## src/rtl/hstp_pkg.sv

```systemverilog
// Package: shared constants and types for the test pattern generator.
// Assumes a two-bit line symbol and an 8-bit control register.
package hstp_pkg;
    typedef enum logic [1:0] {
        LS_SE0 = 2'b00,
        LS_J   = 2'b01,
        LS_K   = 2'b10
    } line_sym_t;

    typedef enum logic [2:0] {
        MODE_NONE,
        MODE_SE0NAK,
        MODE_J,
        MODE_K,
        MODE_PKT
    } tmode_t;

    localparam logic [7:0] NAK_PID = 8'h5A;

    localparam int BIT_SE0NAK = 0;
    localparam int BIT_J      = 1;
    localparam int BIT_K      = 2;
    localparam int BIT_PKT    = 3;
    localparam int BIT_HOST   = 7;
endpackage

```

## src/rtl/hstp_ctrl_reg.sv

```systemverilog
// Control register and mode decode.
// Holds the byte written by software and turns it into one active test mode,
// highest priority first: packet, K, J, SE0-with-NAK.
// Assumes one full-byte write per strobe.
module hstp_ctrl_reg
    import hstp_pkg::*;
(
    input  logic       clk,
    input  logic       rst_n,
    input  logic       wr_en,
    input  logic [7:0] wr_data,
    output logic [7:0] ctrl_q,
    output tmode_t     mode,
    output logic       host_sel
);
    // Purpose: store the control byte on a write, clear it on reset.
    always_ff @(posedge clk) begin
        if (!rst_n)
            ctrl_q <= '0;
        else if (wr_en)
            ctrl_q <= wr_data;
    end

    // Purpose: fixed-priority decode of the test bits.
    always_comb begin
        if (ctrl_q[BIT_PKT])
            mode = MODE_PKT;
        else if (ctrl_q[BIT_K])
            mode = MODE_K;
        else if (ctrl_q[BIT_J])
            mode = MODE_J;
        else if (ctrl_q[BIT_SE0NAK])
            mode = MODE_SE0NAK;
        else
            mode = MODE_NONE;
    end

    assign host_sel = ctrl_q[BIT_HOST];

    logic unused_hi;
    assign unused_hi = ^ctrl_q[6:4];
endmodule

```

## src/rtl/hstp_pkt_buf.sv

```systemverilog
// Packet buffer: stores up to PKT_LEN bytes in load order.
// Loads after the buffer is full are dropped. Reads are asynchronous by index.
// Assumes the buffer is filled once after reset.
module hstp_pkt_buf #(
    parameter int PKT_LEN = 53,
    localparam int PTR_W  = $clog2(PKT_LEN),
    localparam int CNT_W  = $clog2(PKT_LEN + 1)
) (
    input  logic             clk,
    input  logic             rst_n,
    input  logic             wr_en,
    input  logic [7:0]       wr_data,
    input  logic [PTR_W-1:0] rd_ptr,
    output logic [7:0]       rd_data,
    output logic             full
);
    logic [7:0]       mem [PKT_LEN];
    logic [CNT_W-1:0] fill_cnt;

    assign full = (fill_cnt == CNT_W'(PKT_LEN));

    // Purpose: count loaded bytes and stop at the packet length.
    always_ff @(posedge clk) begin
        if (!rst_n)
            fill_cnt <= '0;
        else if (wr_en && !full)
            fill_cnt <= fill_cnt + 1'b1;
    end

    // Purpose: write the next byte into the slot indexed by the count.
    always_ff @(posedge clk) begin
        if (wr_en && !full)
            mem[fill_cnt[PTR_W-1:0]] <= wr_data;
    end

    assign rd_data = mem[rd_ptr];
endmodule

```

## src/rtl/hstp_pkt_seq.sv

```systemverilog
// Packet sequencer: on start, walks the buffer with a valid/ready handshake,
// inserts GAP_BYTES idle cycles after each packet and repeats.
// A start with a partly filled buffer sets the underrun flag instead.
// Assumes GAP_BYTES >= 1.
module hstp_pkt_seq #(
    parameter int PKT_LEN   = 53,
    parameter int GAP_BYTES = 2,
    localparam int PTR_W    = $clog2(PKT_LEN),
    localparam int GAP_W    = (GAP_BYTES > 1) ? $clog2(GAP_BYTES) : 1
) (
    input  logic             clk,
    input  logic             rst_n,
    input  logic             enable,
    input  logic             start,
    input  logic             buf_full,
    input  logic             ready,
    input  logic             err_clr,
    output logic [PTR_W-1:0] rd_ptr,
    output logic             valid,
    output logic             err
);
    typedef enum logic [1:0] {S_IDLE, S_SEND, S_GAP} seq_state_t;

    seq_state_t       state;
    logic [GAP_W-1:0] gap_cnt;

    localparam logic [PTR_W-1:0] LAST = PTR_W'(PKT_LEN - 1);

    // Purpose: step through idle, send and gap phases.
    always_ff @(posedge clk) begin
        if (!rst_n || !enable) begin
            state   <= S_IDLE;
            rd_ptr  <= '0;
            gap_cnt <= '0;
        end else begin
            case (state)
                S_IDLE: begin
                    rd_ptr <= '0;
                    if (start && buf_full)
                        state <= S_SEND;
                end
                S_SEND: begin
                    if (ready) begin
                        if (rd_ptr == LAST) begin
                            rd_ptr  <= '0;
                            gap_cnt <= GAP_W'(GAP_BYTES - 1);
                            state   <= S_GAP;
                        end else begin
                            rd_ptr <= rd_ptr + 1'b1;
                        end
                    end
                end
                S_GAP: begin
                    if (gap_cnt == '0)
                        state <= S_SEND;
                    else
                        gap_cnt <= gap_cnt - 1'b1;
                end
                default: state <= S_IDLE;
            endcase
        end
    end

    // Purpose: set the underrun flag on a premature start, clear on register write.
    always_ff @(posedge clk) begin
        if (!rst_n)
            err <= 1'b0;
        else if (enable && state == S_IDLE && start && !buf_full)
            err <= 1'b1;
        else if (err_clr)
            err <= 1'b0;
    end

    assign valid = enable && (state == S_SEND);
endmodule

```

## src/rtl/hs_testpat_gen.sv

```systemverilog
// Top: USB high-speed test pattern generator.
// Combines the control register, packet buffer and sequencer, adds the NAK
// responder for SE0 mode and selects the line symbol and byte stream.
// Assumes in_token and tx_start are single-cycle pulses.
module hs_testpat_gen
    import hstp_pkg::*;
#(
    parameter int PKT_LEN   = 53,
    parameter int GAP_BYTES = 2,
    localparam int PTR_W    = $clog2(PKT_LEN)
) (
    input  logic       clk,
    input  logic       rst_n,
    input  logic       reg_wr_en,
    input  logic [7:0] reg_wr_data,
    input  logic       load_wr_en,
    input  logic [7:0] load_wr_data,
    input  logic       tx_start,
    input  logic       in_token,
    input  logic       tx_ready,
    output logic       tx_valid,
    output logic [7:0] tx_data,
    output logic [1:0] line_state,
    output logic       host_mode,
    output logic       underrun_err
);
    logic [7:0]       ctrl_q;
    tmode_t           mode;
    logic [PTR_W-1:0] rd_ptr;
    logic [7:0]       buf_byte;
    logic             buf_full;
    logic             pkt_valid;
    logic             nak_pend;
    logic             pkt_en;
    logic             nak_en;

    hstp_ctrl_reg i_ctrl (
        .clk      (clk),
        .rst_n    (rst_n),
        .wr_en    (reg_wr_en),
        .wr_data  (reg_wr_data),
        .ctrl_q   (ctrl_q),
        .mode     (mode),
        .host_sel (host_mode)
    );

    hstp_pkt_buf #(.PKT_LEN(PKT_LEN)) i_buf (
        .clk     (clk),
        .rst_n   (rst_n),
        .wr_en   (load_wr_en),
        .wr_data (load_wr_data),
        .rd_ptr  (rd_ptr),
        .rd_data (buf_byte),
        .full    (buf_full)
    );

    assign pkt_en = (mode == MODE_PKT);
    assign nak_en = (mode == MODE_SE0NAK);

    hstp_pkt_seq #(.PKT_LEN(PKT_LEN), .GAP_BYTES(GAP_BYTES)) i_seq (
        .clk      (clk),
        .rst_n    (rst_n),
        .enable   (pkt_en),
        .start    (tx_start),
        .buf_full (buf_full),
        .ready    (tx_ready),
        .err_clr  (reg_wr_en),
        .rd_ptr   (rd_ptr),
        .valid    (pkt_valid),
        .err      (underrun_err)
    );

    // Purpose: hold a NAK request from an IN token until the PHY takes it.
    always_ff @(posedge clk) begin
        if (!rst_n || !nak_en)
            nak_pend <= 1'b0;
        else if (in_token)
            nak_pend <= 1'b1;
        else if (tx_ready)
            nak_pend <= 1'b0;
    end

    // Purpose: choose the byte stream source for the active mode.
    always_comb begin
        if (pkt_en) begin
            tx_valid = pkt_valid;
            tx_data  = buf_byte;
        end else begin
            tx_valid = nak_pend && nak_en;
            tx_data  = NAK_PID;
        end
    end

    // Purpose: map the active mode onto a line symbol, idle being J.
    always_comb begin
        case (mode)
            MODE_K:      line_state = LS_K;
            MODE_SE0NAK: line_state = LS_SE0;
            default:     line_state = LS_J;
        endcase
    end
endmodule

```

## config.mk

```make
export PLATFORM = sky130hd
export DESIGN_NAME = hs_testpat_gen
export DESIGN_NICKNAME = d
export VERILOG_FILES = /design/src/rtl/hstp_pkg.sv /design/src/rtl/hstp_ctrl_reg.sv /design/src/rtl/hstp_pkt_buf.sv /design/src/rtl/hstp_pkt_seq.sv /design/src/rtl/hs_testpat_gen.sv
export SDC_FILE = /design/constraint.sdc
export NUM_CORES = 1
export LEC_CHECK = 0
export ABC_AREA = 1
export ABC_CLOCK_PERIOD_IN_PS = 2300
export BUFFER_PORTS_ARGS = -buffer_cell sky130_fd_sc_hd__buf_2
export CAP_MARGIN = 40
export CORE_UTILIZATION = 50
export CTS_CLUSTER_DIAMETER = 80
export DETAILED_ROUTE_END_ITERATION = 10
export GPL_TIMING_DRIVEN = 0
export PLACE_DENSITY = 0.68
export SLEW_MARGIN = 5
export SYNTH_ARGS = -nofsm -noshare
export SYNTH_HDL_FRONTEND = slang
export SYNTH_SLANG_ARGS = --single-unit
```

## constraint.sdc

```tcl
create_clock -name clk -period 2.3 [get_ports clk]
set_input_delay 0.115 -clock clk [delete_from_list [all_inputs] [get_ports clk]]
set_output_delay 0.115 -clock clk [all_outputs]
set_load 0.01 [all_outputs]
```

# [Yosys cells after proc, flatten, opt, wreduce, memory -nomap -nowiden]
# Memory sizes are Yosys's and may differ from the RTL's. A register that Yosys moved wholly into a read port is not among the register bits.
# Index checks and enable logic that the tools add are counted.
[op_classes] add_sub_neg=3 multipliers=0 div_mod_pow=0 n_lt_le_gt_ge=0 eq_ne=11 shift=0 n_mux=27 bitwise_logic=0 n_reduce_logical=21
[op_table] op="2-to-1 mux 6 bit" n=4
[op_table] op="adder 6 x 1 -> 6 bit (second input constant)" n=2
[op_table] op="== test 6 bit (second input constant)" n=2
[op_table] op="case mux 6 bit (2 select lines)" n=1
[op_table] op="2-to-1 mux 1 bit" n=11
[op_table] op="2-to-1 mux 3 bit" n=3
[op_table] op="2-to-1 mux 2 bit" n=4
[op_table] op="2-to-1 mux 8 bit" n=1
[op_table] op="nonzero test 2 bit" n=4
[op_table] op="logical AND 1 bit" n=7
[op_table] op="case mux 2 bit (3 select lines)" n=1
[op_table] op="zero test 1 bit" n=4
[op_table] op="!= test 2 x 1 -> 1 bit (second input constant)" n=2
[op_table] op="!= test 2 bit (second input constant)" n=2
[op_table] op="case mux 2 bit (2 select lines)" n=1
[op_table] op="AND reduction 4 bit" n=1
[op_table] op="== test 3 x 1 -> 1 bit (second input constant)" n=1
[op_table] op="== test 3 x 2 -> 1 bit (second input constant)" n=1
[op_table] op="== test 3 bit (second input constant)" n=1
[op_table] op="AND reduction 3 bit" n=1
[op_table] op="== test 2 x 1 -> 1 bit (second input constant)" n=1
[op_table] op="== test 2 bit (second input constant)" n=1
[op_table] op="zero test 2 bit" n=1
[op_table] op="logical OR 1 bit" n=2
[op_table] op="other kinds (3)" n=3
[word_totals] regBits=25 latch_bits=0 mem_bits_rw=424 rom_bits=0 input_bits=23 out_inout_bits=13 elab_cells=70 mem_count=1
[memory_table] name="i_buf.mem" words=53 word_bits=8 read_ports=1 rd_clocked_by_memory_dff=1 wr=1 line="hstp_pkt_buf.sv:17" text="logic [7:0] mem [PKT_LEN];"

# [Logic depth before layout (Yosys ltp)]
# Gate-level depths: netlist of the first run.
[logic_depth] ltp_word=9 ltp_mapped=11 depth_no_buf=10

# [Cells and area by module]
# Synthesis of the first run repeated with hierarchy kept, for this count alone.
[hier_totals] hier_cells=1751 hier_area_um2=18975.7
[modules_own_cells] mod="hstp_pkt_buf" instances=1 cells_each=1592 area_per_inst_um2=17946.0 seq_area_each_um2=12852.3
[modules_own_cells] mod="hstp_pkt_seq" instances=1 cells_each=92 area_per_inst_um2=578.1 seq_area_each_um2=200.2
[modules_own_cells] mod="hstp_ctrl_reg" instances=1 cells_each=40 area_per_inst_um2=300.3 seq_area_each_um2=160.2
[modules_own_cells] mod="hs_testpat_gen" instances=1 cells_each=27 area_per_inst_um2=151.4 seq_area_each_um2=20.0

# [Worst setup path before layout of the first run]
# OpenSTA, ideal clock, no wires.
[synth_timing] kind="register -> register" start="register i_buf.fill_cnt[1]" end="memory i_buf.mem[7][0], enable pin" setup_time_ns=0.383 arrival_time_ns=1.775 required_time_ns=1.917 slack_ns=0.142 path_stages_with_launch=9 path_buffers=1 period_less_slack_ns=2.158 path_cell_list="dfxtp_1 inv_1 ha_1 nand2_1 nand2_1 inv_2 buf_6 nand3_1 nor3_1"
[synth_via] elab_chain_cells=5
[synth_lines] element="start: declaration" line="hstp_pkt_buf.sv:18" text="logic [CNT_W-1:0] fill_cnt;"
[synth_lines] element="start signal: assignment" line="hstp_pkt_buf.sv:27" text="fill_cnt <= fill_cnt + 1'b1;"
[synth_lines] element="== test 6 bit" line="hstp_pkt_buf.sv:20" text="assign full = (fill_cnt == CNT_W'(PKT_LEN));"
[synth_lines] element="zero test 1 bit" line="hstp_pkt_buf.sv:32" text="if (wr_en && !full)"
[synth_lines] element="logical AND 1 bit" line="hstp_pkt_buf.sv:32"
[synth_lines] element="2-to-1 mux 1 bit" line="hstp_pkt_buf.sv:32"
[synth_lines] element="2-to-1 mux 1 bit (not written as such)" line="hstp_pkt_buf.sv:33" text="mem[fill_cnt[PTR_W-1:0]] <= wr_data;"
[synth_lines] element="end: declaration" line="hstp_pkt_buf.sv:17"
# Parallel ways exist; a longest one is shown, timed or not.

==> results of run 1 <==
## power groups by stage
stage	logic, W	clock network [W]	registers [W]
floorplan	0.000100	0	0.00921
global placement	0.000312	0	0.00921
detailed placement	0.000353	0	0.00921
CTS	0.000444	0.00760	0.00903
global route	0.000484	0.00793	0.00903
finish	0.000460	0.00759	0.00903
## worst max path at each step
stage | to | slack, ps
after floorplan | i_buf.mem[7][0]$_DFFE_PP_ | 140
after global placement | i_buf.mem[41][1]$_DFFE_PP_ | -830
after detailed placement | i_buf.mem[33][3]$_DFFE_PP_ | -790
after CTS | tx_data[7] | -210
after global routing | tx_data[3] | -310
final | tx_data[5] | -250
## logic make-up after synthesis
group	Yosys count	synth area share [%]
AO/OA/AOI/OAI	138	4.03
AND/OR/NAND/NOR	902	20.3
flip-flops	452	71.6
adder cells (fa/ha/maj)	4	0.269
buffers and inverters	170	3.85
## synthesized netlist by cell type, types with 4 or more instances
library cell | count | area [sq um]
nand4_2 | 4 | 50.1
nand3_1 | 251 | 1260
nor2_1 | 185 | 694
a21oi_1 | 31 | 155
o211ai_1 | 19 | 143
nand2_1 | 446 | 1670
o21ai_0 | 80 | 400
nor3_1 | 7 | 35.0
buf_1 | 5 | 18.8
inv_2 | 5 | 18.8
dfxtp_1 | 28 | 561
clkbuf_1 | 35 | 131
edfxtp_1 | 424 | 12700
inv_1 | 73 | 274
ha_1 | 4 | 50.1
buf_2 | 49 | 245
o22ai_1 | 5 | 31.3
## metrics by stage
stage	setup WS, ps	hold WS [ps]	setup TNS (ps)	instance area [sq um]	cells
6_report	-252	16.0	-1800	22800	2318
5_1_grt	-313	15.5	-2380	22800	2317
4_1_cts	-206	4.46	-1560	22600	2311
3_5_place_dp	-794	352	-185840	19500	2181
3_3_place_gp	-828	337	-189470	19300	2166
2_1_floorplan	142	214	0	18600	1666
## worst max-delay path: stages, from the launching register on
cell     delay (ps)
dfxtp_4         440
buf_12          130
buf_16          140
buf_12          140
nand2_1          50
nand2_1          70
nand2_1          60
nand3_1         120
nand3_2         120
nand3_1         120
nand3_2         120
a21oi_2         210
buf_2           160
## routing by layer
metal  GRT usage [%]  vias up  routed length (um)
li1                -     6074                   -
met1            38.9     6478               20800
met2            47.1      889               25600
met3            5.74      174                6200
met4            12.6        0                2680
met5               0        -                   0
## cell type report
type,instances,area (sq um),share of cell area [%]
clock inverter,27,282,1.23
timing repair buffer,101,1030,4.50
antenna,1,2.50,0.0110
tap,468,586,2.56
inverter,78,310,1.36
clock buffer,58,1250,5.46
multi-input combinational,1044,5200,22.8
buffer,89,872,3.82
sequential,452,13300,58.3
## flip-flops by register name (all words and copies together) (netlist names), named ones only
name,cells
i_buf.fill_cnt,6
i_seq.rd_ptr,6
nak_pend,1
i_ctrl.ctrl_q,5
i_seq.gap_cnt,1
i_buf.mem,424
i_seq.state,2
i_seq.err,1
## repair_timing
item                       CTS  global route
setup buffers               23             3
hold buffers                24             0
pin swaps                   24            10
gates resized for setup    298            34
setup endpoints to repair  413           354
cloned                       1             1
hold endpoints to repair    35             0
==> impl_metrics.csv, run 1 <==
group,metric,value,unit
pwr,seq_power_share,52.9,%
timing,max_freq,0.392,GHz
floorplan,core_area,0.0366,sq mm
synthesis,syn_area,0.0186,sq mm
synthesis,yosys_warnings,0,
route,vias,13615,
outcome,outcome,"finished, violations left",
worst_setup_path,rrSetupSlack,70,ps
hold_path,min_path_type,"input pin to flop",
pwr,p_clk_share,44.4,%
synthesis,ys_ff_latch,452,
worst_setup_path,timing.rr.start,"i_buf.fill_cnt[5]$_SDFFE_PN0P_",
floorplan,die_h,195,um
clocking,cts_buffers,46,
worst_setup_path,r2r.worst_path.cells,4,
final_layout,utilization,62.4,%
timing,period_needed,2550,ps
timing,grt_setup_unrepaired,"yes",
hold_path,hp-start,"load_wr_data[7]",
route,postRouteAntennaNets,0,
flow_run,drv_cap,0,
pwr,comb_power_share,2.7,%
placement,io_buffers,32,
final_layout,layout-drive-gt1-share,19.0,%
synthesis,synthArstFlopShare,0,%
placement,place_congestion,0.915,
worst_setup_path,startpoint_type,"flop",
clocking,cts.sinks,452,
route,drt_iter0_drc,1787,
clocking,clk_path_buf_depth,3,
floorplan,ios,36,
grt,grt_pass1_wl,81.1,mm
worst_setup_path,r2r-end,"i_buf.mem[43][6]$_DFFE_PP_",
route,first_pass_iters,6,
route,drt_wl_total,55.3,mm
final_layout,nFillCells,2706,
pwr,pwr_density_cell,748,mW/mm^2
clocking,path_clk_slew,60,ps
final_layout,layout_common_cells,"nand2_1, edfxtp_1, nand3_1, nor2_1, o21ai_0",
final_layout,mostFrequentLayoutCell,"nand2_1",
floorplan,fp.dieW,195,um
final_layout,nets,1839,
hold_path,whs_endpoint,"i_buf.mem[32][7]$_DFFE_PP_",
worst_setup_path,required,2180,ps
floorplan,die-area,0.0379,sq mm
timing,finalClockSkew,13.0,ps
route,wire_per_inst,23.8,um
pwr,power.share.switching,20.0,%
grt,grt_max_degree,46,
synthesis,synth_edf_count,424,
hold_path,worstHoldPathCells,1,
grt,grt_overflow,0,
grt,grtUsageTotal,29.2,%
grt,grt_pass1_vias,13051,
timing,maxSlewHeadroom,34.4,%
pwr,p_total,0.0171,W
clocking,cts_max_level,2,
grt,grt_antenna_before_repair,0,
clocking,cts_root_buf,"clkbuf_16",
worst_setup_path,end_kind,"output pin",
final_layout,area_growth,22.9,%
timing,worst_slew_pin_slew,981,ps
synthesis,syn_area_per_cell,11.2,sq um
timing,slew_violations,0,
placement,dp_hpwl,36.0,mm
synthesis,syn_nets,1693,
worst_setup_path,path_max_fanout,6,
worst_setup_path,arrival,2440,ps
worst_setup_path,critical_path_class,"flop to output pin",
synthesis,ys_types,28,
timing,setup_violations,8,
clocking,clk_latency,550,ps
clocking,tritoncts,"done",
pwr,ir_worst_vdd,537,uV
pwr,leakage,8.38,nW
synthesis,synthFlopType,"edfxtp_1",
timing,worst_slack,-252,ps
floorplan,start_util,50.7,%
timing,finalCritPeriodShare,111,%
route,viasPerCell,5.87,
timing,hold_viol_final,0,
synthesis,seq_area_frac_synth,71.6,%
route,drcViolationCount,0,
outcome,violations,"negative setup slack",
synthesis,synthCells,1666,
pwr,net-switching-power,0.00342,W
pwr,intPower,0.0137,W
floorplan,row_count,70,
(Power assumes the default switching activity.)
==> inputs of run 2 (changes only) <==
--- a/config.mk
+++ b/config.mk
@@ -10,6 +10,7 @@
 export BUFFER_PORTS_ARGS = -buffer_cell sky130_fd_sc_hd__buf_2
 export CAP_MARGIN = 40
 export CORE_UTILIZATION = 50
+export CTS_BUF_LIST = sky130_fd_sc_hd__clkbuf_4
 export CTS_CLUSTER_DIAMETER = 80
 export DETAILED_ROUTE_END_ITERATION = 10
 export GPL_TIMING_DRIVEN = 0
==> run 2 against run 1 <==
Against the previous run: power is 6.0% lower; critical endpoint is now tx_data[1]; sequential power hardly changed; largest cell class unchanged; the run still ends with negative setup slack left; combinational power is 9.3% higher; largest power group unchanged; final cell count is 5.7% higher; hold slack better by 140 ps.
==> impl_metrics.csv, run 2 (same netlist as run 1, synthesis figures left out) <==
group,metric,value,unit
clocking,path_clk_slew,70,ps
floorplan,row_count,70,
worst_setup_path,rrSetupSlack,90,ps
route,postRouteAntennaNets,0,
route,viasPerCell,5.78,
route,drt_wl_total,56.9,mm
worst_setup_path,path_max_fanout,10,
worst_setup_path,r2r-end,"i_buf.mem[32][0]$_DFFE_PP_",
timing,hold_viol_final,0,
grt,grt_pass1_vias,13600,
flow_run,drv_cap,0,
grt,grt_max_degree,46,
floorplan,start_util,50.7,%
placement,postPlaceCellArea,0.0195,sq mm
worst_setup_path,startpoint_type,"flop",
floorplan,die_h,195,um
worst_setup_path,timing.rr.start,"i_buf.fill_cnt[1]$_SDFFE_PN0P_",
timing,finalCritPeriodShare,124,%
floorplan,core_area,0.0366,sq mm
placement,dp_hpwl,36.0,mm
timing,max_freq,0.350,GHz
clocking,cts_buffers,110,
final_layout,nets,1917,
route,vias,14172,
worst_setup_path,required,2180,ps
route,wire_per_inst,23.2,um
final_layout,area_growth,24.2,%
route,first_pass_iters,6,
route,drcViolationCount,0,
timing,maxSlewHeadroom,48.2,%
clocking,cts_root_buf,"clkbuf_4",
timing,worst_slew_pin_slew,775,ps
clocking,cts_max_level,3,
placement,place_congestion,0.915,
hold_path,worstHoldPathCells,4,
timing,grt_setup_unrepaired,"yes",
final_layout,largest_reg_flops,424,
pwr,ir_worst_vdd,313,uV
floorplan,ios,36,
outcome,outcome,"finished, violations left",
floorplan,die-area,0.0379,sq mm
grt,grtUsageTotal,29.8,%
worst_setup_path,arrival,2740,ps
floorplan,fp.dieW,195,um
clocking,clk_path_buf_depth,3,
worst_setup_path,r2r.worst_path.cells,10,
clocking,tritoncts,"done",
hold_path,min_path_type,"input pin to flop",
final_layout,mostFrequentLayoutCell,"nand2_1",
timing,slew_violations,0,
pwr,pwr_density_cell,697,mW/mm^2
worst_setup_path,end_kind,"output pin",
clocking,clk_latency,830,ps
timing,worst_slack,-554,ps
worst_setup_path,setup.worst_path.end,"tx_data[1]",
outcome,violations,"negative setup slack",
clocking,cts.sinks,452,
grt,grt_antenna_before_repair,1,
timing,setup_violations,8,
placement,io_buffers,32,
timing,finalClockSkew,45.8,ps
grt,grt_pass1_wl,82.1,mm
pwr,leakage,8.65,nW
worst_setup_path,critical_path_class,"flop to output pin",
final_layout,design_area,0.0231,sq mm
grt,grt_overflow,0,
timing,period_needed,2850,ps
route,drt_iter0_drc,1811,
final_layout,utilization,63.0,%
final_layout,layout-drive-gt1-share,25.3,%
final_layout,layout_common_cells,"nand2_1, edfxtp_1, nand3_1, clkbuf_4, nor2_1",
==> run 2: cell count changes in the layout (fill, tap and decap cells not counted), sizes merged <==
cell         before  now
bufinv            6    0
inv              77   81
clkinv           20   31
dlygate4sd3      24   30
buf             133  143
clkbuf           91  199
==> run 2: cell type report <==
class / instances / area (sq um)
fill: 2764 / 13500
sequential: 452 / 13300
multi-input combinational: 1044 / 5350
clock buffer: 168 / 1260
timing repair buffer: 115 / 1200
buffer: 89 / 912
tap: 468 / 586
inverter: 78 / 313
clock inverter: 36 / 138
antenna: 1 / 2.50
==> run 2: worst min-delay path by stage <==
| stage | from | endpoint | slack [ps] |
|---|---|---|---|
| detailed placement | reg_wr_data[0] | i_ctrl.ctrl_q[0]$_SDFFE_PN0P_ | 350 |
| floorplan | load_wr_data[0] | i_buf.mem[0][0]$_DFFE_PP_ | 210 |
| finish | in_token | nak_pend$_SDFFE_PP0P_ | 160 |
| CTS | reg_wr_en | i_ctrl.ctrl_q[7]$_SDFFE_PN0P_ | 80 |
| global placement | reg_wr_data[0] | i_ctrl.ctrl_q[0]$_SDFFE_PN0P_ | 340 |
| global route | in_token | nak_pend$_SDFFE_PP0P_ | 180 |
==> run 2: timing repair <==
| action | in CTS | in global routing |
|---|---|---|
| resized for setup | 291 | 115 |
| setup buffers | 27 | 7 |
| pin swaps | 20 | 36 |
| endpoints found under the hold margin | 450 | 0 |
| hold buffers | 30 | 0 |
| setup endpoints to repair | 414 | 143 |
| cloned | 0 | 4 |
==> run 2: power by group <==
group | total (W) | internal (W) | switching (W)
clock | 0.00654 | 0.00332 | 0.00322
sequential | 0.00903 | 0.00901 | 0.0000143
combinational | 0.000503 | 0.000171 | 0.000333
total | 0.0161 | 0.0125 | 0.00356
==> run 2: per-layer routing <==
metal / routed length [um] / global-route usage, % / vias to the layer above
li1: - / - / 6319
met1: 21000 / 38.3 / 6685
met2: 26700 / 46.9 / 998
met3: 6660 / 7.39 / 170
met4: 2580 / 15.7 / 0
met5: 0 / 0 / -
==> run 2: metrics by stage <==
| step | hold WS [ps] | worst slack [ps] | std cells | TNS [ps] | total power [W] |
|---|---|---|---|---|---|
| after global placement | 337 | -828 | 2166 | -189470 | 0.00953 |
| final | 157 | -554 | 2451 | -3890 | 0.0161 |
| after floorplan | 214 | 142 | 1666 | 0 | 0.00931 |
| after global routing | 177 | -640 | 2451 | -4500 | 0.0166 |
| after detailed placement | 352 | -794 | 2181 | -185840 | 0.00956 |
| after CTS | 83.3 | -501 | 2439 | -3780 | 0.0160 |
==> run 2: worst max-delay path, cell delays in order (launching register included) <==
cell     delay [ps]
dfxtp_4         470
inv_8            80
buf_12          160
buf_4           180
o21ai_1         280
o22ai_2         140
nand2_1          90
a21oi_1          80
a21oi_2         180
nand2_1         100
buf_2           150
==> inputs of run 3 (changes only) <==
--- a/config.mk
+++ b/config.mk
@@ -9,12 +9,14 @@
 export ABC_CLOCK_PERIOD_IN_PS = 2300
 export BUFFER_PORTS_ARGS = -buffer_cell sky130_fd_sc_hd__buf_2
 export CAP_MARGIN = 40
-export CORE_UTILIZATION = 50
+export CELL_PAD_IN_SITES_DETAIL_PLACEMENT = 0
+export CELL_PAD_IN_SITES_GLOBAL_PLACEMENT = 1
+export CORE_UTILIZATION = 48
 export CTS_BUF_LIST = sky130_fd_sc_hd__clkbuf_4
 export CTS_CLUSTER_DIAMETER = 80
 export DETAILED_ROUTE_END_ITERATION = 10
 export GPL_TIMING_DRIVEN = 0
-export PLACE_DENSITY = 0.68
+export PLACE_DENSITY_LB_ADDON = 0.1
 export SLEW_MARGIN = 5
 export SYNTH_ARGS = -nofsm -noshare
 export SYNTH_HDL_FRONTEND = slang
==> run 3 against run 2 <==
Against the previous run: the flow still finishes with violations (negative setup slack); largest power group unchanged; via count down 3.8%; die area up 4.1%; setup slack better by 48 ps; core utilization down 1.3 points; count of clock-buffer cells in the layout up 2; sequential cell count unchanged; combinational power down 6.6%; critical path depth down 3; register-to-register slack worse by 50 ps; non-clock buffer count unchanged; clock skew down 3.5 ps.
==> impl_metrics.csv, run 3 (same netlist as run 1, synthesis figures left out) <==
group,metric,value,unit
outcome,outcome,"finished, violations left",
outcome,violations,"negative setup slack",
flow_run,drv_cap,0,
timing,setup_violations,8,
route,viasPerCell,5.48,
final_layout,largest_reg_flops,424,
worst_setup_path,arrival,2690,ps
placement,place_congestion,0.860,
worst_setup_path,path_cells,"inv_1 -> clkbuf_4 -> nand3_1 -> nand3_2 -> nand2_2 -> a21oi_4 -> buf_2",
grt,grt_pass1_wl,82.6,mm
pwr,net-switching-power,0.00351,W
worst_setup_path,end_kind,"output pin",
final_layout,layout_common_cells,"nand2_1, edfxtp_1, nand3_1, clkbuf_4, nor2_1",
floorplan,row_count,71,
route,postRouteAntennaNets,0,
final_layout,nets,1919,
worst_setup_path,required,2180,ps
final_layout,layout-drive-gt1-share,25.8,%
grt,grt_pass1_vias,13153,
floorplan,start_util,49.1,%
grt,grt_antenna_before_repair,1,
pwr,ir_worst_vdd,493,uV
pwr,seq_power_share,56.0,%
timing,worst_slew_pin_slew,795,ps
timing,finalClockSkew,42.3,ps
route,wire_per_inst,23.1,um
floorplan,ios,36,
floorplan,die-area,0.0395,sq mm
placement,dp_hpwl,37.9,mm
worst_setup_path,critical_path.top_delay_family,"buffers and inverters",
timing,setup_tns,-3600,ps
placement,io_buffers,32,
pwr,intPower,0.0126,W
pwr,p_clk_share,41.1,%
clocking,path_clk_slew,70,ps
clocking,cts_max_level,3,
worst_setup_path,path_max_fanout,10,
pwr,comb_power_share,2.9,%
final_layout,design_area,0.0234,sq mm
pwr,p_total,0.0161,W
clocking,cts.sinks,452,
grt,grt_max_degree,42,
worst_setup_path,slowest_stage,"dfxtp_1",
clocking,cts_buffers,112,
timing,period_needed,2810,ps
final_layout,area_growth,25.7,%
timing,worst_slack,-506,ps
timing,slew_violations,0,
route,vias,13635,
timing,max_freq,0.356,GHz
timing,finalCritPeriodShare,122,%
placement,postPlaceCellArea,0.0196,sq mm
final_layout,mostFrequentLayoutCell,"nand2_1",
grt,grtUsageTotal,29.8,%
grt,grt_overflow,0,
floorplan,die_h,199,um
clocking,clk_latency,830,ps
pwr,pwr_density_cell,691,mW/mm^2
clocking,clk_path_buf_depth,3,
floorplan,core_area,0.0378,sq mm
timing,maxSlewHeadroom,46.8,%
timing,grt_setup_unrepaired,"yes",
clocking,cts_root_buf,"clkbuf_4",
timing,hold_viol_final,0,
hold_path,min_path_type,"input pin to flop",
worst_setup_path,startpoint_type,"flop",
route,drcViolationCount,0,
route,drt_wl_total,57.4,mm
route,first_pass_iters,6,
pwr,power.share.switching,21.8,%
worst_setup_path,cpPeakStageDelay,400,ps
route,drt_iter0_drc,1309,
worst_setup_path,path_buf_inv,3,
clocking,tritoncts,"done",
worst_setup_path,critical_path_class,"flop to output pin",
pwr,leakage,8.73,nW
floorplan,fp.dieW,199,um
-- run 3: changes by cell type in the layout (fill, tap and decap cells not counted), sizes merged --
cell,change
buf,-2
bufbuf,+1
clkinv,-6
inv,-4
dlygate4sd3,+3
bufinv,+1
diode,+2
-- run 3: layout make-up --
cell class	count	area, sq um
fill	3134	14500
timing repair buffer	115	1240
inverter	78	313
tap	511	639
clock inverter	27	133
clock buffer	170	1280
sequential	452	13300
buffer	89	1020
multi-input combinational	1044	5420
antenna	3	7.51
-- run 3: worst min-delay path, cell delays in order --
cell and delay, ps:
dlygate4sd3_1 510, buf_2 120, inv_1 80, a21oi_1 110
-- run 3: what timing repair did --
item,CTS,global route
endpoints found under the setup margin,425,258
hold buffers,33,0
gates resized for setup,316,122
hold endpoints to repair,400,0
pin swaps,33,32
setup buffers,26,3
cloned,3,3
-- run 3: stage by stage --
step	hold WS [ps]	utilization [%]	setup WS, ps	instances
2_1_floorplan	214	-	142	1666
3_3_place_gp	343	51.2	-948	2209
3_5_place_dp	349	51.8	-852	2225
4_1_cts	32.2	60.4	-530	2481
5_1_grt	132	61.7	-580	2487
6_report	156	61.7	-506	2489
-- run 3: metal layers --
metal  share of wire [%]  routed length [um]  track usage (%)  vias up
li1                    -                   -                -     6312
met1                  42               24300             41.0     6540
met2                  45               26100             46.0      642
met3                 8.5                4880             6.34      141
met4                 3.8                2160             12.5        0
met5                   0                   0                0        -
-- run 3: final timing paths --
path                                   from                             end  slack [ps]  cells after the start
max                                    flop                      tx_data[5]        -510                      7
min                                   rst_n  i_buf.fill_cnt[5]$_SDFFE_PN0P_         160                      4
max reg2reg  i_buf.fill_cnt[0]$_SDFFE_PN0P_      i_buf.mem[23][1]$_DFFE_PP_          40                      4
min reg2reg    i_seq.rd_ptr[5]$_SDFFE_PP0N_                            flop         500                      1
-- run 3: power by group through the flow --
| stage | Sequential (W) | Combinational [W] | Clock (W) |
|---|---|---|---|
| after floorplan | 0.00921 | 0.000100 | 0 |
| after global placement | 0.00921 | 0.000316 | 0 |
| after detailed placement | 0.00921 | 0.000355 | 0 |
| after CTS | 0.00903 | 0.000449 | 0.00669 |
| after global routing | 0.00903 | 0.000499 | 0.00710 |
| final | 0.00903 | 0.000470 | 0.00663 |
